$ cat config.mk
export PLATFORM = sky130hd
export DESIGN_NAME = xlat_cache
export DESIGN_NICKNAME = d
export VERILOG_FILES = /design/src/rtl/xlat_pkg.sv /design/src/rtl/xlat_set.sv /design/src/rtl/xlat_ctl.sv /design/src/rtl/xlat_cache.sv
export SDC_FILE = /design/constraint.sdc
export NUM_CORES = 1
export LEC_CHECK = 0
export BUFFER_PORTS_ARGS = -buffer_cell sky130_fd_sc_hd__buf_4
export CORE_MARGIN = 5
export CORE_UTILIZATION = 40
export CTS_BUF_LIST = sky130_fd_sc_hd__clkbuf_4 sky130_fd_sc_hd__clkbuf_8 sky130_fd_sc_hd__clkbuf_16
export DETAILED_ROUTE_END_ITERATION = 8
export GPL_ROUTABILITY_DRIVEN = 1
export PLACE_DENSITY = 0.53
export RECOVER_POWER = 50
export SLEW_MARGIN = 20
export SYNTH_ARGS = -nofsm -noshare
export SYNTH_HDL_FRONTEND = slang
export SYNTH_SLANG_ARGS = --single-unit
$ cat constraint.sdc
create_clock -name clk -period 8 [get_ports clk]
set_input_delay 0.4 -clock clk [delete_from_list [all_inputs] [get_ports clk]]
set_output_delay 0.4 -clock clk [all_outputs]
set_load 0.03 [all_outputs]
$ cat src/rtl/xlat_pkg.sv
package xlat_pkg;

    // Response state of the lookup pipeline
    typedef enum logic [1:0] {
        RSP_IDLE = 2'd0,
        RSP_HIT  = 2'd1,
        RSP_MISS = 2'd2
    } rsp_state_e;

endpackage

$ cat src/rtl/xlat_set.sv
// One set: tag/PPN/rights storage per way, parallel tag compare,
// victim choice (same tag, then lowest free way, then round-robin).
module xlat_set #(
    parameter int TAG_W    = 6,
    parameter int PPN_W    = 6,
    parameter int RIGHTS_W = 3,
    parameter int WAYS     = 4
) (
    input  logic                clk,
    input  logic                rst_n,
    input  logic                flush,
    input  logic [TAG_W-1:0]    lk_tag,
    input  logic                fill_en,
    input  logic [TAG_W-1:0]    fill_tag,
    input  logic [PPN_W-1:0]    fill_ppn,
    input  logic [RIGHTS_W-1:0] fill_rights,
    output logic [WAYS-1:0]     lk_match,
    output logic [PPN_W-1:0]    lk_ppn,
    output logic [RIGHTS_W-1:0] lk_rights
);

    localparam int WAY_W = (WAYS > 1) ? $clog2(WAYS) : 1;
    localparam logic [WAY_W-1:0] LAST_WAY = WAY_W'(WAYS - 1);

    logic [WAYS-1:0]     valid_q;
    logic [TAG_W-1:0]    tag_q    [WAYS];
    logic [PPN_W-1:0]    ppn_q    [WAYS];
    logic [RIGHTS_W-1:0] rights_q [WAYS];
    logic [WAY_W-1:0]    rr_q;

    logic [WAYS-1:0]     fill_match;
    logic [WAY_W-1:0]    victim;
    logic [WAY_W-1:0]    match_way;
    logic [WAY_W-1:0]    free_way;
    logic                use_rr;

    for (genvar w = 0; w < WAYS; w++) begin : g_cmp
        assign lk_match[w]   = valid_q[w] && (tag_q[w] == lk_tag);
        assign fill_match[w] = valid_q[w] && (tag_q[w] == fill_tag);
    end

    // Lowest-numbered matching way drives the read data
    always_comb begin
        lk_ppn    = '0;
        lk_rights = '0;
        for (int w = WAYS - 1; w >= 0; w--) begin
            if (lk_match[w]) begin
                lk_ppn    = ppn_q[w];
                lk_rights = rights_q[w];
            end
        end
    end

    // Victim selection for a fill
    always_comb begin
        match_way = '0;
        free_way  = '0;
        for (int w = WAYS - 1; w >= 0; w--) begin
            if (fill_match[w]) match_way = WAY_W'(w);
            if (!valid_q[w])   free_way  = WAY_W'(w);
        end
        use_rr = 1'b0;
        if (|fill_match) begin
            victim = match_way;
        end else if (!(&valid_q)) begin
            victim = free_way;
        end else begin
            victim = rr_q;
            use_rr = 1'b1;
        end
    end

    always_ff @(posedge clk or negedge rst_n) begin
        if (!rst_n) begin
            valid_q <= '0;
            rr_q    <= '0;
        end else if (flush) begin
            valid_q <= '0;
        end else if (fill_en) begin
            valid_q[victim] <= 1'b1;
            if (use_rr) begin
                rr_q <= (rr_q == LAST_WAY) ? '0 : rr_q + 1'b1;
            end
        end
    end

    always_ff @(posedge clk) begin
        if (fill_en && !flush) begin
            tag_q[victim]    <= fill_tag;
            ppn_q[victim]    <= fill_ppn;
            rights_q[victim] <= fill_rights;
        end
    end

endmodule

$ cat src/rtl/xlat_ctl.sv
// Response state machine: one cycle after each lookup it reports hit or miss.
module xlat_ctl
    import xlat_pkg::*;
(
    input  logic clk,
    input  logic rst_n,
    input  logic lk_req,
    input  logic lk_hit,
    output logic rsp_valid,
    output logic rsp_hit
);

    rsp_state_e state_q, state_d;

    always_ff @(posedge clk or negedge rst_n) begin
        if (!rst_n) state_q <= RSP_IDLE;
        else        state_q <= state_d;
    end

    always_comb begin
        if (!lk_req)     state_d = RSP_IDLE;
        else if (lk_hit) state_d = RSP_HIT;
        else             state_d = RSP_MISS;
    end

    always_comb begin
        unique case (state_q)
            RSP_IDLE: begin rsp_valid = 1'b0; rsp_hit = 1'b0; end
            RSP_HIT:  begin rsp_valid = 1'b1; rsp_hit = 1'b1; end
            RSP_MISS: begin rsp_valid = 1'b1; rsp_hit = 1'b0; end
            default:  begin rsp_valid = 1'b0; rsp_hit = 1'b0; end
        endcase
    end

endmodule

$ cat src/rtl/xlat_cache.sv
module xlat_cache #(
    parameter int VA_W     = 14,
    parameter int PA_W     = 12,
    parameter int OFS_W    = 6,
    parameter int SETS     = 4,
    parameter int WAYS     = 4,
    parameter int RIGHTS_W = 3,
    localparam int VPN_W   = VA_W - OFS_W,
    localparam int PPN_W   = PA_W - OFS_W,
    localparam int IDX_W   = (SETS > 1) ? $clog2(SETS) : 1,
    localparam int TAG_W   = VPN_W - IDX_W
) (
    input  logic                clk,
    input  logic                rst_n,
    input  logic                lk_req,
    input  logic [VPN_W-1:0]    lk_vpn,
    input  logic                fill_req,
    input  logic [VPN_W-1:0]    fill_vpn,
    input  logic [PPN_W-1:0]    fill_ppn,
    input  logic [RIGHTS_W-1:0] fill_rights,
    input  logic                flush,
    output logic                rsp_valid,
    output logic                rsp_hit,
    output logic [PPN_W-1:0]    rsp_ppn,
    output logic [RIGHTS_W-1:0] rsp_rights
);

    logic [IDX_W-1:0]    lk_idx, fill_idx;
    logic [TAG_W-1:0]    lk_tag, fill_tag;
    logic [WAYS-1:0]     set_match  [SETS];
    logic [PPN_W-1:0]    set_ppn    [SETS];
    logic [RIGHTS_W-1:0] set_rights [SETS];
    logic [WAYS-1:0]     sel_match;
    logic                hit_now;
    logic [PPN_W-1:0]    ppn_q;
    logic [RIGHTS_W-1:0] rights_q;

    assign lk_idx   = lk_vpn[IDX_W-1:0];
    assign lk_tag   = lk_vpn[VPN_W-1:IDX_W];
    assign fill_idx = fill_vpn[IDX_W-1:0];
    assign fill_tag = fill_vpn[VPN_W-1:IDX_W];

    for (genvar s = 0; s < SETS; s++) begin : g_set
        logic fill_here;
        assign fill_here = fill_req && !flush && (fill_idx == IDX_W'(s));
        xlat_set #(
            .TAG_W    (TAG_W),
            .PPN_W    (PPN_W),
            .RIGHTS_W (RIGHTS_W),
            .WAYS     (WAYS)
        ) u_set (
            .clk         (clk),
            .rst_n       (rst_n),
            .flush       (flush),
            .lk_tag      (lk_tag),
            .fill_en     (fill_here),
            .fill_tag    (fill_tag),
            .fill_ppn    (fill_ppn),
            .fill_rights (fill_rights),
            .lk_match    (set_match[s]),
            .lk_ppn      (set_ppn[s]),
            .lk_rights   (set_rights[s])
        );
    end

    assign sel_match = set_match[lk_idx];
    assign hit_now   = (|sel_match) && !flush;

    xlat_ctl u_ctl (
        .clk       (clk),
        .rst_n     (rst_n),
        .lk_req    (lk_req),
        .lk_hit    (hit_now),
        .rsp_valid (rsp_valid),
        .rsp_hit   (rsp_hit)
    );

    always_ff @(posedge clk or negedge rst_n) begin
        if (!rst_n) begin
            ppn_q    <= '0;
            rights_q <= '0;
        end else if (lk_req && hit_now) begin
            ppn_q    <= set_ppn[lk_idx];
            rights_q <= set_rights[lk_idx];
        end else begin
            ppn_q    <= '0;
            rights_q <= '0;
        end
    end

    assign rsp_ppn    = ppn_q;
    assign rsp_rights = rights_q;

endmodule

==> flow_summary.yaml <==
place:
  io_buffers: 40
  dpl-instance-area_um2: 13200
  place_hpwl_um: 20100
  globalplace.congestion: 0.777
layout:
  final_cell_mix: "edfxtp_1, xnor2_1, xor2_1, buf_4, dfrtp_1"
  final_cell_area_um2: 14200
  final_common_cell: "edfxtp_1"
  seq_area_um2: 8080
  antenna_cells: 0
  drive_above_1_share: 0.128
  final_nets: 967
  fill_cells: 2769
  area_delta_synth_final_pct: 13.1
  multiInputGateArea_um2: 4120
  finish.utilization: 0.461
power:
  vdd_drop_max_uv: 176
  powerDensity_nw_per_um2: 221
  p_total_mw: 3.14
  leakage_nw: 4.73
global_route:
  grt-ovfl-total: 0
  antenna_found_initial: 0
  track_usage: 0.179
  grt_pass1_vias: 7629
  grt_max_degree: 36
  grt_pass1_wl_um: 48600
drt:
  drt_iter0_drc: 524
  vias: 7395
  route.final.wire_length_um: 31600
  ant_nets: 0
  drc: 0
  vias_per_cell: 5.47
  avgRoutedWirePerCell_um: 23.4
  firstDrtPassIters: 6
clock_network:
  worstSkewPairLatency_ps: 570
  cts_resized: 0
  clockBufferDepth: 3
  path_clk_slew_ps: 60
  cts_tree: "built"
  cts_sinks: 275
  ctsHtreeMaxLevel: 1
  cts_buffers: 30
  cts_root_buffer: "clkbuf_16"
  postCtsSetupBuffers: 0
sta:
  whs_ps: 128
  tightest_slew_ps: 2450
  setup_tns_ps: 0
  fin_crit_sh: 0.496
  relSlewSlack: -0.634
  max_clock_freq_ghz: 0.252
  final-hold-violation-count: 0
  maxSlewViolCount: 234
  final-setup-viol-count: 0
  fin_skew_ps: 17.2
  period_needed_ps: 3960
  rsz0062_at_grt: "false"
worst_setup_path:
  reg2reg_from: "g_set[2].u_set.valid_q[3]$_DFFE_PN0P_"
  path_class: "in -> reg"
  worstReg2RegEnd: "g_set[2].u_set.ppn_q[2][0]$_DFFE_PP_"
  cp-end-kind: "flip-flop"
  arrival_ps: 4220
  rrSetupSlack_ps: 4960
  worst-path-max-fanout: 32
  worstSetupStartpointType: "input port"
  required_ps: 8260
  worst-r2r-cell-count: 6
yosys:
  syn_area_per_cell_um2: 14.2
  yosysUniqueCellTypes: 62
  async_reset_ff_frac: 0.127
  synth_largest_area_cell: "edfxtp_1"
  syn-num-nets: 916
  yosys-top-cells-area: "edfxtp_1, xnor2_1, dfrtp_1, xor2_1, nand4_1"
  synthCells: 881
  synth_flop_cell: "edfxtp_1"
  synth_compound_area_frac: 0.0744
  ys_seq_area_frac: 0.645
  synth_top_family_by_area: "XOR/XNOR gates"
  synth_edf_count: 240
  synth_top_area_frac: 0.575
  synth-adder-area-share: 0.00499
  ys_ff_latch: 275
  synthXorXnorAreaFrac: 0.138
  synthSimpleGateAreaFrac: 0.0983
  netlist_area_um2: 12500
  yosys_warnings: 0
  synth_mux_area_frac: 0.0109
die:
  die_w_um: 187
  core-area_um2: 30700
  die-area_um2: 35000
  num_rows: 64
  start_util: 0.408
  die_height_um: 187
  io_pins: 41
status:
  outcome: "finished with violations"
  violations: "max-capacitance violations, max-slew violations"
min_path:
  hp-class: "in -> reg"
  whs_path_depth: 2
  hold_path_end: "g_set[3].u_set.valid_q[3]$_DFFE_PN0P_"
  hold_start: "flush"
flow_run:
  drv_cap: 7
## cell usage after synthesis (14+ instances only)
cell type and count:
nand4_1 34, nor2_1 34, o21ai_0 23, o22ai_1 28, edfxtp_1 240, nand2_1 28
xor2_1 85, buf_2 14, nand3_1 21, dfrtp_1 35, xnor2_1 102, a221oi_1 18
inv_1 17, nor3_1 19, nor4_1 24
## sequential cells by signal, summed over array words and instances, names as in the netlist
| signal | cells |
|---|---|
| rsp_ppn | 6 |
| g_set.u_set.rights_q | 48 |
| g_set.u_set.ppn_q | 96 |
| u_ctl.state_q | 2 |
| g_set.u_set.valid_q | 16 |
| g_set.u_set.tag_q | 96 |
| g_set.u_set.rr_q | 8 |
| rsp_rights | 3 |
## timing repair
action,CTS,global route
hold endpoints to repair,35,0
hold buffers,1,0
setup endpoints to repair,0,0
## cell type report
cell class                 count  share of cell area
timing repair buffer          58              0.0253
clock inverter                11             0.00909
tap                          396              0.0350
sequential                   275               0.570
inverter                      18             0.00477
clock buffer                  45              0.0645
multi-input combinational    549               0.291
## stage by stage
stage | worst slack, ps | std cells
6_report | 4040 | 1352
5_1_grt | 3670 | 1352
4_1_cts | 4950 | 1352
3_5_place_dp | 4540 | 1295
3_3_place_gp | 4530 | 1295
2_1_floorplan | 4620 | 881
## worst max-delay path, cell delays in order
cell and delay [ps]:
clkbuf_1 1520, xnor2_1 220, nand4_1 140, nor4_1 580, nor3_1 140, nand3b_1 250
nor2b_1 620, buf_4 330
## kinds of logic (layout without fill, tap and decap cells)
group / Yosys count / after routing
AND/OR/NAND/NOR: 213 / 213
buffers and inverters: 57 / 132
XOR/XNOR: 192 / 192
flip-flops: 275 / 275
multiplexers: 13 / 13
AO/OA/AOI/OAI: 126 / 126
adder cells (fa/ha/maj): 5 / 5
## worst max-delay path by stage
stage               slack (ps)                                      end                                  start
finish                    4040     g_set[2].u_set.ppn_q[2][0]$_DFFE_PP_                            fill_vpn[7]
global route              3670     g_set[2].u_set.ppn_q[2][0]$_DFFE_PP_                            fill_vpn[2]
CTS                       4950     g_set[2].u_set.ppn_q[2][0]$_DFFE_PP_  g_set[2].u_set.valid_q[3]$_DFFE_PN0P_
detailed placement        4540     g_set[2].u_set.ppn_q[2][5]$_DFFE_PP_                            fill_vpn[2]
global placement          4530  g_set[2].u_set.rights_q[2][0]$_DFFE_PP_                            fill_vpn[2]
floorplan                 4620     g_set[3].u_set.ppn_q[0][0]$_DFFE_PP_                            fill_vpn[6]
## per-layer routing
| metal | track usage | part of all wire |
|---|---|---|
| met3 | 0.0237 | 0.046 |
| met5 | 0 | 0 |
| met4 | 0.0418 | 0.024 |
| met2 | 0.285 | 0.46 |
| met1 | 0.264 | 0.47 |
## report_power, final
part / leakage (nW) / internal [mW] / total [mW] / switching, mW
sequential: 2.65 / 1.57 / 1.58 / 0.00496
clock: 0.520 / 0.853 / 1.41 / 0.559
combinational: 1.57 / 0.0469 / 0.147 / 0.0999
total: 4.73 / 2.47 / 3.14 / 0.664
(Power assumes the default switching activity.)
